### src/rtl/jip_pkg.sv
package jip_pkg;
    typedef enum logic [1:0] {
        SEL_BYP = 2'd0,
        SEL_ID  = 2'd1,
        SEL_BSR = 2'd2
    } dr_sel_t;

    typedef enum logic [1:0] {
        PM_NORMAL = 2'd0,
        PM_CLAMP  = 2'd1,
        PM_HIGHZ  = 2'd2
    } pin_mode_t;
endpackage

### src/rtl/jip_decode.sv
module jip_decode
    import jip_pkg::*;
#(
    parameter int              IR_W      = 10,
    parameter logic [IR_W-1:0] UCODE_OP  = 10'h007,
    parameter logic [IR_W-1:0] BOUND_OP  = 10'h005
) (
    input  logic [IR_W-1:0] instr,
    output dr_sel_t         sel
);
    always_comb begin
        if (instr == UCODE_OP)      sel = SEL_ID;
        else if (instr == BOUND_OP) sel = SEL_BSR;
        else                        sel = SEL_BYP;
    end
endmodule

### src/rtl/jip_mode_fsm.sv
module jip_mode_fsm
    import jip_pkg::*;
#(
    parameter int              IR_W     = 10,
    parameter logic [IR_W-1:0] CLAMP_OP = 10'h00A,
    parameter logic [IR_W-1:0] HIGHZ_OP = 10'h00B
) (
    input  logic            tck,
    input  logic            rst_n,
    input  logic            in_tlr,
    input  logic            update_ir,
    input  logic [IR_W-1:0] instr,
    output logic            clamp_en,
    output logic            hiz_en
);
    pin_mode_t state_q, state_d, req_mode;

    always_comb begin
        if (instr == CLAMP_OP)      req_mode = PM_CLAMP;
        else if (instr == HIGHZ_OP) req_mode = PM_HIGHZ;
        else                        req_mode = PM_NORMAL;
    end

    always_comb begin
        state_d = state_q;
        unique case (state_q)
            PM_NORMAL: if (update_ir) state_d = req_mode;
            PM_CLAMP:  if (update_ir) state_d = req_mode;
            PM_HIGHZ:  if (update_ir) state_d = req_mode;
            default:   state_d = PM_NORMAL;
        endcase
        if (in_tlr) state_d = PM_NORMAL;
    end

    always_ff @(posedge tck or negedge rst_n) begin
        if (!rst_n) state_q <= PM_NORMAL;
        else        state_q <= state_d;
    end

    always_comb begin
        clamp_en = 1'b0;
        hiz_en   = 1'b0;
        unique case (state_q)
            PM_NORMAL: ;
            PM_CLAMP:  clamp_en = 1'b1;
            PM_HIGHZ:  hiz_en   = 1'b1;
            default:   ;
        endcase
    end
endmodule

### src/rtl/jip_shift.sv
module jip_shift
    import jip_pkg::*;
#(
    parameter int ID_W = 32
) (
    input  logic            tck,
    input  logic            rst_n,
    input  dr_sel_t         sel,
    input  logic            capture_dr,
    input  logic            shift_dr,
    input  logic            shift_ir,
    input  logic            tdi,
    input  logic            ir_so,
    input  logic            bsr_so,
    input  logic            cfg_done,
    input  logic [ID_W-1:0] user_code,
    output logic            tdo,
    output logic            tdo_oe
);
    logic [ID_W-1:0] id_sr;
    logic            byp_q;
    logic            so_mux;

    always_ff @(posedge tck) begin
        if (sel == SEL_ID) begin
            if (capture_dr)    id_sr <= cfg_done ? user_code : {ID_W{1'b1}};
            else if (shift_dr) id_sr <= {tdi, id_sr[ID_W-1:1]};
        end
        if (capture_dr)    byp_q <= 1'b0;
        else if (shift_dr) byp_q <= tdi;
    end

    always_comb begin
        if (shift_ir) so_mux = ir_so;
        else begin
            unique case (sel)
                SEL_ID:  so_mux = id_sr[0];
                SEL_BSR: so_mux = bsr_so;
                default: so_mux = byp_q;
            endcase
        end
    end

    always_ff @(negedge tck or negedge rst_n) begin
        if (!rst_n) begin
            tdo    <= 1'b0;
            tdo_oe <= 1'b0;
        end else begin
            tdo    <= so_mux;
            tdo_oe <= shift_dr | shift_ir;
        end
    end
endmodule

### src/rtl/jtag_instr_path.sv
module jtag_instr_path
    import jip_pkg::*;
#(
    parameter int              IR_W     = 10,
    parameter int              ID_W     = 32,
    parameter int              NPINS    = 8,
    parameter logic [IR_W-1:0] UCODE_OP = 10'h007,
    parameter logic [IR_W-1:0] BOUND_OP = 10'h005,
    parameter logic [IR_W-1:0] CLAMP_OP = 10'h00A,
    parameter logic [IR_W-1:0] HIGHZ_OP = 10'h00B
) (
    input  logic             tck,
    input  logic             rst_n,
    input  logic             in_tlr,
    input  logic [IR_W-1:0]  instr,
    input  logic             capture_dr,
    input  logic             shift_dr,
    input  logic             shift_ir,
    input  logic             update_ir,
    input  logic             tdi,
    input  logic             ir_so,
    input  logic             bsr_so,
    input  logic             cfg_done,
    input  logic [ID_W-1:0]  user_code,
    input  logic [NPINS-1:0] keeper_in,
    output logic [1:0]       dr_sel,
    output logic             tdo,
    output logic             tdo_oe,
    output logic             clamp_en,
    output logic             hiz_en,
    output logic [NPINS-1:0] keeper_out
);
    dr_sel_t sel;

    jip_decode #(.IR_W(IR_W), .UCODE_OP(UCODE_OP), .BOUND_OP(BOUND_OP)) u_dec (
        .instr (instr),
        .sel   (sel)
    );

    jip_mode_fsm #(.IR_W(IR_W), .CLAMP_OP(CLAMP_OP), .HIGHZ_OP(HIGHZ_OP)) u_fsm (
        .tck       (tck),
        .rst_n     (rst_n),
        .in_tlr    (in_tlr),
        .update_ir (update_ir),
        .instr     (instr),
        .clamp_en  (clamp_en),
        .hiz_en    (hiz_en)
    );

    jip_shift #(.ID_W(ID_W)) u_sh (
        .tck        (tck),
        .rst_n      (rst_n),
        .sel        (sel),
        .capture_dr (capture_dr),
        .shift_dr   (shift_dr),
        .shift_ir   (shift_ir),
        .tdi        (tdi),
        .ir_so      (ir_so),
        .bsr_so     (bsr_so),
        .cfg_done   (cfg_done),
        .user_code  (user_code),
        .tdo        (tdo),
        .tdo_oe     (tdo_oe)
    );

    assign dr_sel     = sel;
    assign keeper_out = keeper_in;
endmodule

### config.mk
export PLATFORM = sky130hd
export DESIGN_NAME = jtag_instr_path
export DESIGN_NICKNAME = d
export VERILOG_FILES = /design/src/rtl/jip_pkg.sv /design/src/rtl/jip_decode.sv /design/src/rtl/jip_mode_fsm.sv /design/src/rtl/jip_shift.sv /design/src/rtl/jtag_instr_path.sv
export SDC_FILE = /design/constraint.sdc
export NUM_CORES = 1
export LEC_CHECK = 0
export BUFFER_PORTS_ARGS = -buffer_cell sky130_fd_sc_hd__buf_2
export CELL_PAD_IN_SITES_DETAIL_PLACEMENT = 0
export CELL_PAD_IN_SITES_GLOBAL_PLACEMENT = 2
export CORE_ASPECT_RATIO = 2
export CORE_MARGIN = 2
export CORE_UTILIZATION = 29
export DETAILED_ROUTE_END_ITERATION = 8
export GPL_TIMING_DRIVEN = 0
export HOLD_SLACK_MARGIN = 0.08
export PLACE_DENSITY = 0.76
export SETUP_SLACK_MARGIN = 0.4
export SLEW_MARGIN = 40
export SYNTH_ARGS = -nofsm -noshare
export SYNTH_HDL_FRONTEND = slang
export SYNTH_SLANG_ARGS = --single-unit
### constraint.sdc
create_clock -name tck -period 1.25 [get_ports tck]
set_input_delay 0.1875 -clock tck [delete_from_list [all_inputs] [get_ports tck]]
set_output_delay 0.1875 -clock tck [all_outputs]
set_load 0.02 [all_outputs]
==> flow_summary.ini, run 1 <==
[setup_path]
cp-start-kind = register
r2r-start = u_sh.id_sr[0]
cpPeakStageDelay_ns = 0.41
reg2reg_depth = 3
path_class = reg -> out
rrSetupSlack_ns = -0.29
path_cells = buf_6
worstPathArrival_ns = 1.44
cp_slowest_cell = dfrtn_1
crit_path_end_kind = primary output
required_ns = 1.06
r2r_end = u_sh.tdo
crit_path_start = u_sh.tdo
cp_max_fo = 1
timing.critical_path.buf_inv = 1
cp_top_family = flip-flops

[outcome]
status = finished with violations
failed_checks = setup timing

[pwr]
p_per_area_mw_per_mm2 = 1000
leakage_nw = 0.9682
p_sw_w = 0.0005476
ir_drop_uv = 795.6
switching_share_pct = 22.02
total_power_w = 0.002487
pwr-share-seq_pct = 54.3
power_frac_clock_pct = 31.8
p_int_w = 0.001939
comb_power_share_pct = 13.9

[detailed_routing]
antenna_left = 0
vias = 1286
post_drt_wl_per_cell_um = 16.01
drc_errors = 0
drt_iter0_drc = 40
via_per_inst = 4.984
first_pass_iters = 4
drt_wl_total_mm = 4.131

[finish]
area_growth_pct = 50.87
fill_cells = 511
fin_util_pct = 45.47
drive_gt1_share_pct = 56.57
area.sequential_mm2 = 0.001084
num-nets-final = 258
multi_input_area_um2 = 600.6
diodes = 0
final_area_mm2 = 0.002486

[worst_hold_path]
min_to = u_sh.byp_q
worstHoldStart = tdi
hold_path_depth = 3
hp-class = in -> reg

[floorplanning]
die_x_um = 57.30
die-area_mm2 = 0.006337
rows = 38
core-area_mm2 = 0.005468
io_pins = 75
die_y_um = 110.6
initial_core_util_pct = 30.14

[global_route]
grt_max_degree = 14
grt.total_usage_pct = 13.79
antenna_found_initial = 0
grt_pass1_wl_mm = 6.865
grt_overflow_total = 0
grt_pass1_vias = 1443

[placement]
portBuffers = 65
dp_hpwl_mm = 2.861
place_ws_ns = -0.5331
place_area_mm2 = 0.002155
gp_congestion = 0.7526

[timing]
slew_headroom_pct = 70.88
tightest_slew_ns = 0.4352
maxSlewViolCount = 0
fin_worst_skew_ns = 0.007097
hold_viol_final = 0
worst_slack_ns = -0.3819
setup-violations-final = 37
rsz0062_at_grt = yes

[synthesis]
synth_top_area_share_pct = 58.31
synth_top_cell_by_area = edfxtp_1
yosys_warnings = 0
syn-num-nets = 174
ys_seq_area_share_pct = 65.60
synth_edf_count = 32
yosysUniqueCellTypes = 25
synth_area_leaders = edfxtp_1 58%, o22a_1 16%, buf_4 3.6%
synthFlopType = edfxtp_1
synthCells = 113
synth-seq-cells = 37
postSynthAreaPerCell_um2 = 14.58
syn_area_mm2 = 0.001648
synth_async_sr_flop_share_pct = 10.81

[clock_network]
cts_buffer_depth = 2
path_clk_slew_ns = 0.07
htree_levels = 2
cts_sinks = 37
insertion_delay_ns = 0.29
numCtsBuffers = 5
cts_tree = built
clockRootBuffer = clkbuf_8

[flow_run]
drv_cap = 0
-- final cells by class --
class | count | share of cell area (%)
buffer | 15 | 6.291
inverter | 1 | 0.1510
timing repair buffer | 74 | 19.58
tap | 60 | 3.020
clock buffer | 8 | 3.221
sequential | 37 | 43.58
multi-input combinational | 63 | 24.16
-- worst max-delay path by stage --
stage                     endpoint  cells past startpoint
finish                         tdo                      1
global route                   tdo                      1
detailed placement  u_sh.id_sr[10]                      4
global placement    u_sh.id_sr[11]                      4
CTS                            tdo                      1
floorplan                 u_sh.tdo                      3
-- state kept, by name, summed over array words and instances (netlist names) --
signal and count:
u_sh.id_sr 32, u_fsm.state_q 2, u_sh.byp_q 1, u_sh.tdo 1, u_sh.tdo_oe 1
-- power by group through the flow --
stage          logic (W)  clock network [W]  registers [W]
4_1_cts         0.000345           0.000824        0.00135
5_1_grt         0.000376           0.000867        0.00135
3_5_place_dp    0.000311                  0        0.00138
3_3_place_gp    0.000305                  0        0.00138
2_1_floorplan   0.000170                  0        0.00138
6_report        0.000344           0.000791        0.00135
-- cells in the final DEF (no fill, tap or decap), drive strengths merged, types with 2 or more instances in the layout --
cell	netlist	layout
buf	13	86
edfxtp	32	32
o22a	31	31
clkbuf	2	10
o21a	1	4
nor2	4	4
nand3b	3	3
nor2b	3	3
o21ai	3	3
a31oi	2	2
mux2i	2	2
dfrtp	2	2
dfrtn	2	2
nand2	2	2
nand3	2	2
-- through the flow --
stage	TNS, ns	hold WS (ns)	instances
5_1_grt	-4.626	0.1647	258
3_5_place_dp	-17.96	0.005507	238
3_3_place_gp	-17.17	-0.0008317	238
4_1_cts	-3.020	0.1574	257
2_1_floorplan	-9.112	-0.1081	113
6_report	-3.037	0.1558	258
-- Yosys cell counts, types with 2 or more instances --
master,n
nand3b_1,3
buf_4,8
dfrtp_1,2
nor2b_1,3
o22a_1,31
nor2_1,4
nand3_1,2
a31oi_1,2
edfxtp_1,32
o21ai_0,3
clkbuf_1,2
buf_2,5
mux2i_1,2
dfrtn_1,2
nand2_1,2
-- layer usage --
layer	up-vias	track usage, %	wire, um
li1	622	-	-
met1	606	14.87	1450
met2	55	24.60	2311
met3	3	5.386	347
met4	0	3.256	21
met5	-	0	0
-- cells by family (layout without fill, tap and decap cells) --
logic type / Yosys count / in the layout / share of synthesized area, %
compound gates: 39 / 42 / 19.59
flops: 37 / 37 / 65.60
simple gates: 19 / 19 / 7.745
buf+inv: 16 / 98 / 5.846
mux: 2 / 2 / 1.215
-- repair_timing --
action                     4_1_cts  5_1_grt
cloned                           3        0
setup endpoints to repair       44       59
pin swaps                        9       21
buffers inserted                 7        1
hold buffers                     1        0
hold endpoints to repair         2        0
resized for setup               26        8
No activity file was read; power rests on OpenSTA's default activity.
==> run 2: changes to the inputs <==
--- a/config.mk
+++ b/config.mk
@@ -15,7 +15,7 @@
 export GPL_TIMING_DRIVEN = 0
 export HOLD_SLACK_MARGIN = 0.08
 export PLACE_DENSITY = 0.76
-export SETUP_SLACK_MARGIN = 0.4
+export SETUP_SLACK_MARGIN = 0.02
 export SLEW_MARGIN = 40
 export SYNTH_ARGS = -nofsm -noshare
 export SYNTH_HDL_FRONTEND = slang
==> run 2 against run 1 <==
- count of clock-buffer cells in the layout is the same
- sequential share of layout area grew 3.5 points
- flip-flop and latch count is the same
- highest routed layer unchanged
- first-iteration DRC count shrank 40%
- critical path type unchanged
- critical endpoint unchanged
- the run still ends with setup timing left
==> flow_summary.ini, run 2 (synthesis results as in run 1) <==
[detailed_routing]
via_per_inst = 4.941
drt_iter0_drc = 24
post_drt_wl_per_cell_um = 15.69
drt_wl_total_mm = 4.000
antenna_left = 0
first_pass_iters = 2
vias = 1260
drc_errors = 0

[timing]
maxSlewViolCount = 0
setup-violations-final = 37
tns_ns = -3.597
rsz0062_at_grt = yes
fin_worst_skew_ns = 0.009951
worst_slack_ns = -0.3747
hold_viol_final = 0
slew_headroom_pct = 70.84
tightest_slew_ns = 0.4374

[finish]
largest_register_ffs = 32
multi_input_area_um2 = 533.0
drive_gt1_share_pct = 50.77
fill_cells = 536
diodes = 0
area.sequential_mm2 = 0.001081
top_register = u_sh.id_sr
final_common_cell = buf_2
top_regs = u_sh.id_sr: 32 flops, u_fsm.state_q: 2 flops
num-nets-final = 255
area_growth_pct = 39.26
mostFrequentLayoutCells = 64 x buf_2, 32 x edfxtp_1, 31 x o22a_1, 13 x buf_4, 6 x clkbuf_8

[global_route]
grt_overflow_total = 0
grt_max_degree = 14
antenna_found_initial = 0
grt_pass1_vias = 1492
grt_pass1_wl_mm = 6.762
grt.total_usage_pct = 13.58

[setup_path]
r2r-start = u_sh.id_sr[0]
reg2reg_depth = 3
cp_max_fo = 1
cpPeakStageDelay_ns = 0.41
r2r_end = u_sh.tdo
path_class = reg -> out
worstPathArrival_ns = 1.44
cp-start-kind = register
cp_slowest_cell = dfrtn_1
timing.critical_path.buf_inv = 1
required_ns = 1.06
cp_top_family = flip-flops
path_cells = buf_6
crit_path_end_kind = primary output
crit_path_start = u_sh.tdo
rrSetupSlack_ns = -0.27

[placement]
place_ws_ns = -0.5353
dp_hpwl_mm = 2.852
portBuffers = 65
gp_congestion = 0.6728

[clock_network]
clockRootBuffer = clkbuf_8
path_clk_slew_ns = 0.07
numCtsBuffers = 5
cts_tree = built
cts_sinks = 37
htree_levels = 2
insertion_delay_ns = 0.28
cts_buffer_depth = 2

[floorplanning]
io_pins = 75
die_y_um = 110.6
die_x_um = 57.30
initial_core_util_pct = 30.14
die-area_mm2 = 0.006337
rows = 38
core-area_mm2 = 0.005468

[worst_hold_path]
hold_path_depth = 3
min_to = u_sh.byp_q
worstHoldStart = tdi
hp-class = in -> reg

[pwr]
total_power_w = 0.002486
leakage_nw = 0.9118
ir_drop_uv = 843.2
p_per_area_mw_per_mm2 = 1083

[outcome]
failed_checks = setup timing
status = finished with violations

[flow_run]
drv_cap = 0
run 2: changes by cell type in the layout (fill, tap and decap cells not counted), moves of 2 or more:
cell,previous run,this run
buf_6,14,5
buf_12,3,1
dfrtp_1,0,2
buf_2,55,64
o21ai_0,0,2
nor2b_1,1,3
o21ai_2,2,0
dfrtp_2,2,0
nor2b_4,2,0
run 2: what timing repair did:
item | CTS | global route
resized for setup | 12 | 2
pin swaps | 3 | 1
endpoints found under the hold margin | 2 | 0
gates cloned | 3 | 0
setup endpoints to repair | 37 | 37
hold buffers | 1 | 0
setup buffers | 4 | 1
run 2: cell type report:
type                    count  share of cell area, %
repair buffers             71                  18.27
clock buffers               8                  3.926
flip-flops and latches     37                  47.11
multi-input cells          63                  23.23
inverters                   1                 0.1636
well taps                  60                  3.272
plain buffers              15                  4.035
run 2: routing by layer:
layer | routed length (um) | GRT usage, %
met4 | 30 | 3.876
met2 | 2372 | 26.44
met1 | 1346 | 12.98
met5 | 0 | 0
met3 | 251 | 3.981
run 2: worst max-delay path by stage:
stage               depth (start not counted)  slack, ns        endpoint
global route                                1      -0.40          tdo_oe
CTS                                         1      -0.39          tdo_oe
detailed placement                          4      -0.54  u_sh.id_sr[20]
finish                                      1      -0.37             tdo
floorplan                                   3      -0.32        u_sh.tdo
global placement                            4      -0.49        u_sh.tdo
run 2: report_power, final:
part	switching [W]	total (W)	internal, W
Sequential	0.00000305	0.00135	0.00135
Combinational	0.000136	0.000299	0.000163
Clock	0.000386	0.000836	0.000449
Total	0.000526	0.00249	0.00196
run 2: metrics by stage:
step | instances | area [um^2] | hold slack (ns) | util [%]
finish | 255 | 2295 | 0.1568 | 41.97
global route | 255 | 2295 | 0.1849 | 41.97
CTS | 254 | 2280 | 0.1485 | 41.69
detailed placement | 238 | 2058 | 0.0009913 | 37.64
global placement | 238 | 2058 | -0.003331 | 37.64
floorplan | 113 | 1658 | -0.1081 | -
==> run 3: changes to the inputs <==
--- a/config.mk
+++ b/config.mk
@@ -6,7 +6,7 @@
 export NUM_CORES = 1
 export LEC_CHECK = 0
 export BUFFER_PORTS_ARGS = -buffer_cell sky130_fd_sc_hd__buf_2
-export CELL_PAD_IN_SITES_DETAIL_PLACEMENT = 0
+export CELL_PAD_IN_SITES_DETAIL_PLACEMENT = 1
 export CELL_PAD_IN_SITES_GLOBAL_PLACEMENT = 2
 export CORE_ASPECT_RATIO = 2
 export CORE_MARGIN = 2
==> run 3 against run 2 <==
- critical path depth unchanged
- the run still ends with setup timing left
- first-iteration DRC count down 33%
- setup slack worse by 0.0095 ns
- design area about the same
- flip-flop and latch count unchanged
- clock skew up 0.0020 ns
- sequential power about the same
- core utilization about the same
- combinational power about the same
- wire length up 5.7%
- die area unchanged
==> flow_summary.ini, run 3 (synthesis results as in run 1) <==
[clock_network]
path_clk_slew_ns = 0.08
numCtsBuffers = 5
cts_tree = built
clockRootBuffer = clkbuf_8
htree_levels = 2
cts_buffer_depth = 2
cts_sinks = 37
insertion_delay_ns = 0.29

[finish]
area_growth_pct = 39.18
top_register = u_sh.id_sr
mostFrequentLayoutCells = 63 x buf_2, 32 x edfxtp_1, 31 x o22a_1, 12 x buf_4, 6 x clkbuf_8
top_regs = u_sh.id_sr: 32 flops, u_fsm.state_q: 2 flops
diodes = 0
final_common_cell = buf_2
drive_gt1_share_pct = 50.78
num-nets-final = 253
fin_util_pct = 41.95
largest_register_ffs = 32

[timing]
fin_worst_skew_ns = 0.01193
hold_viol_final = 0
setup-violations-final = 31
maxSlewViolCount = 0
worst_slack_ns = -0.3842
tns_ns = -1.288
rsz0062_at_grt = yes
tightest_slew_ns = 0.4521
slew_headroom_pct = 69.86

[floorplanning]
die_x_um = 57.30
io_pins = 75
rows = 38
die_y_um = 110.6
die-area_mm2 = 0.006337
core-area_mm2 = 0.005468
initial_core_util_pct = 30.14

[detailed_routing]
post_drt_wl_per_cell_um = 16.71
drt_wl_total_mm = 4.228
drc_errors = 0
drt_iter0_drc = 16
antenna_left = 0
first_pass_iters = 3
via_per_inst = 5.095
vias = 1289

[setup_path]
worstPathArrival_ns = 1.45
required_ns = 1.06
cp_slowest_cell = dfrtn_1
reg2reg_depth = 3
timing.critical_path.buf_inv = 1
cp_top_family = flip-flops
cpPeakStageDelay_ns = 0.41
cp-start-kind = register
path_class = reg -> out
path_cells = buf_6
crit_path_end_kind = primary output
cp_max_fo = 1
cp_num_cells = 1

[pwr]
leakage_nw = 0.9038
ir_drop_uv = 778.9
p_per_area_mw_per_mm2 = 1090

[global_route]
grt_pass1_wl_mm = 7.134
grt_pass1_vias = 1457
grt_overflow_total = 0
grt.total_usage_pct = 14.55
antenna_found_initial = 0
grt_max_degree = 14

[flow_run]
drv_cap = 0

[placement]
gp_congestion = 0.6728
dp_hpwl_mm = 3.008
portBuffers = 65

[worst_hold_path]
hold_path_depth = 3
hp-class = in -> reg

[outcome]
failed_checks = setup timing
status = finished with violations
[run 3: area by class of cell]
cell class / instances / area (um^2)
repair buffers: 69 / 406.6
plain buffers: 15 / 92.59
well taps: 60 / 75.07
inverters: 1 / 3.754
fillers: 585 / 3174
clock buffers: 8 / 90.09
multi-input cells: 63 / 544.3
flip-flops and latches: 37 / 1081
[run 3: worst paths after layout]
check                                        end  slack (ns)           from
worst max-delay path                         tdo       -0.38       u_sh.tdo
worst max register to register          u_sh.tdo       -0.31  u_sh.id_sr[0]
worst min register to register        u_sh.byp_q        0.52     u_sh.byp_q
worst min-delay path                  u_sh.byp_q        0.17            tdi
min in group asynchronous       u_fsm.state_q[1]        0.23          rst_n
max in group asynchronous            u_sh.tdo_oe        0.36          rst_n
[run 3: metal layers]
layer / vias up / global-route usage, % / wire [um]
met5: - / 0 / 0
met4: 0 / 4.186 / 51
met3: 4 / 3.864 / 259
met2: 47 / 27.36 / 2467
met1: 631 / 15.11 / 1449
li1: 607 / - / -
[run 3: power by group]
group	leakage, nW	internal [W]	switching, W
sequential	0.344	0.00135	0.00000320
combinational	0.514	0.000161	0.000139
clock	0.0455	0.000450	0.000399
[run 3: timing repair]
item	4_1_cts	5_1_grt
buffers inserted	2	1
pin swaps	3	0
gates resized for setup	9	8
gates cloned	3	0
setup endpoints to repair	37	39
endpoints found under the hold margin	2	0
hold buffers	1	0
[run 3: metrics by stage]
stage / instances / worst slack, ns / power [W] / hold slack [ns] / cell area [um^2]
floorplan: 113 / -0.3190 / 0.001525 / -0.1081 / 1658
global placement: 238 / -0.4937 / 0.001652 / -0.003331 / 2058
detailed placement: 238 / -0.5299 / 0.001660 / 0.002123 / 2058
CTS: 252 / -0.3904 / 0.002534 / 0.1638 / 2256
global route: 253 / -0.4077 / 0.002602 / 0.1856 / 2293
finish: 253 / -0.3842 / 0.002499 / 0.1650 / 2293
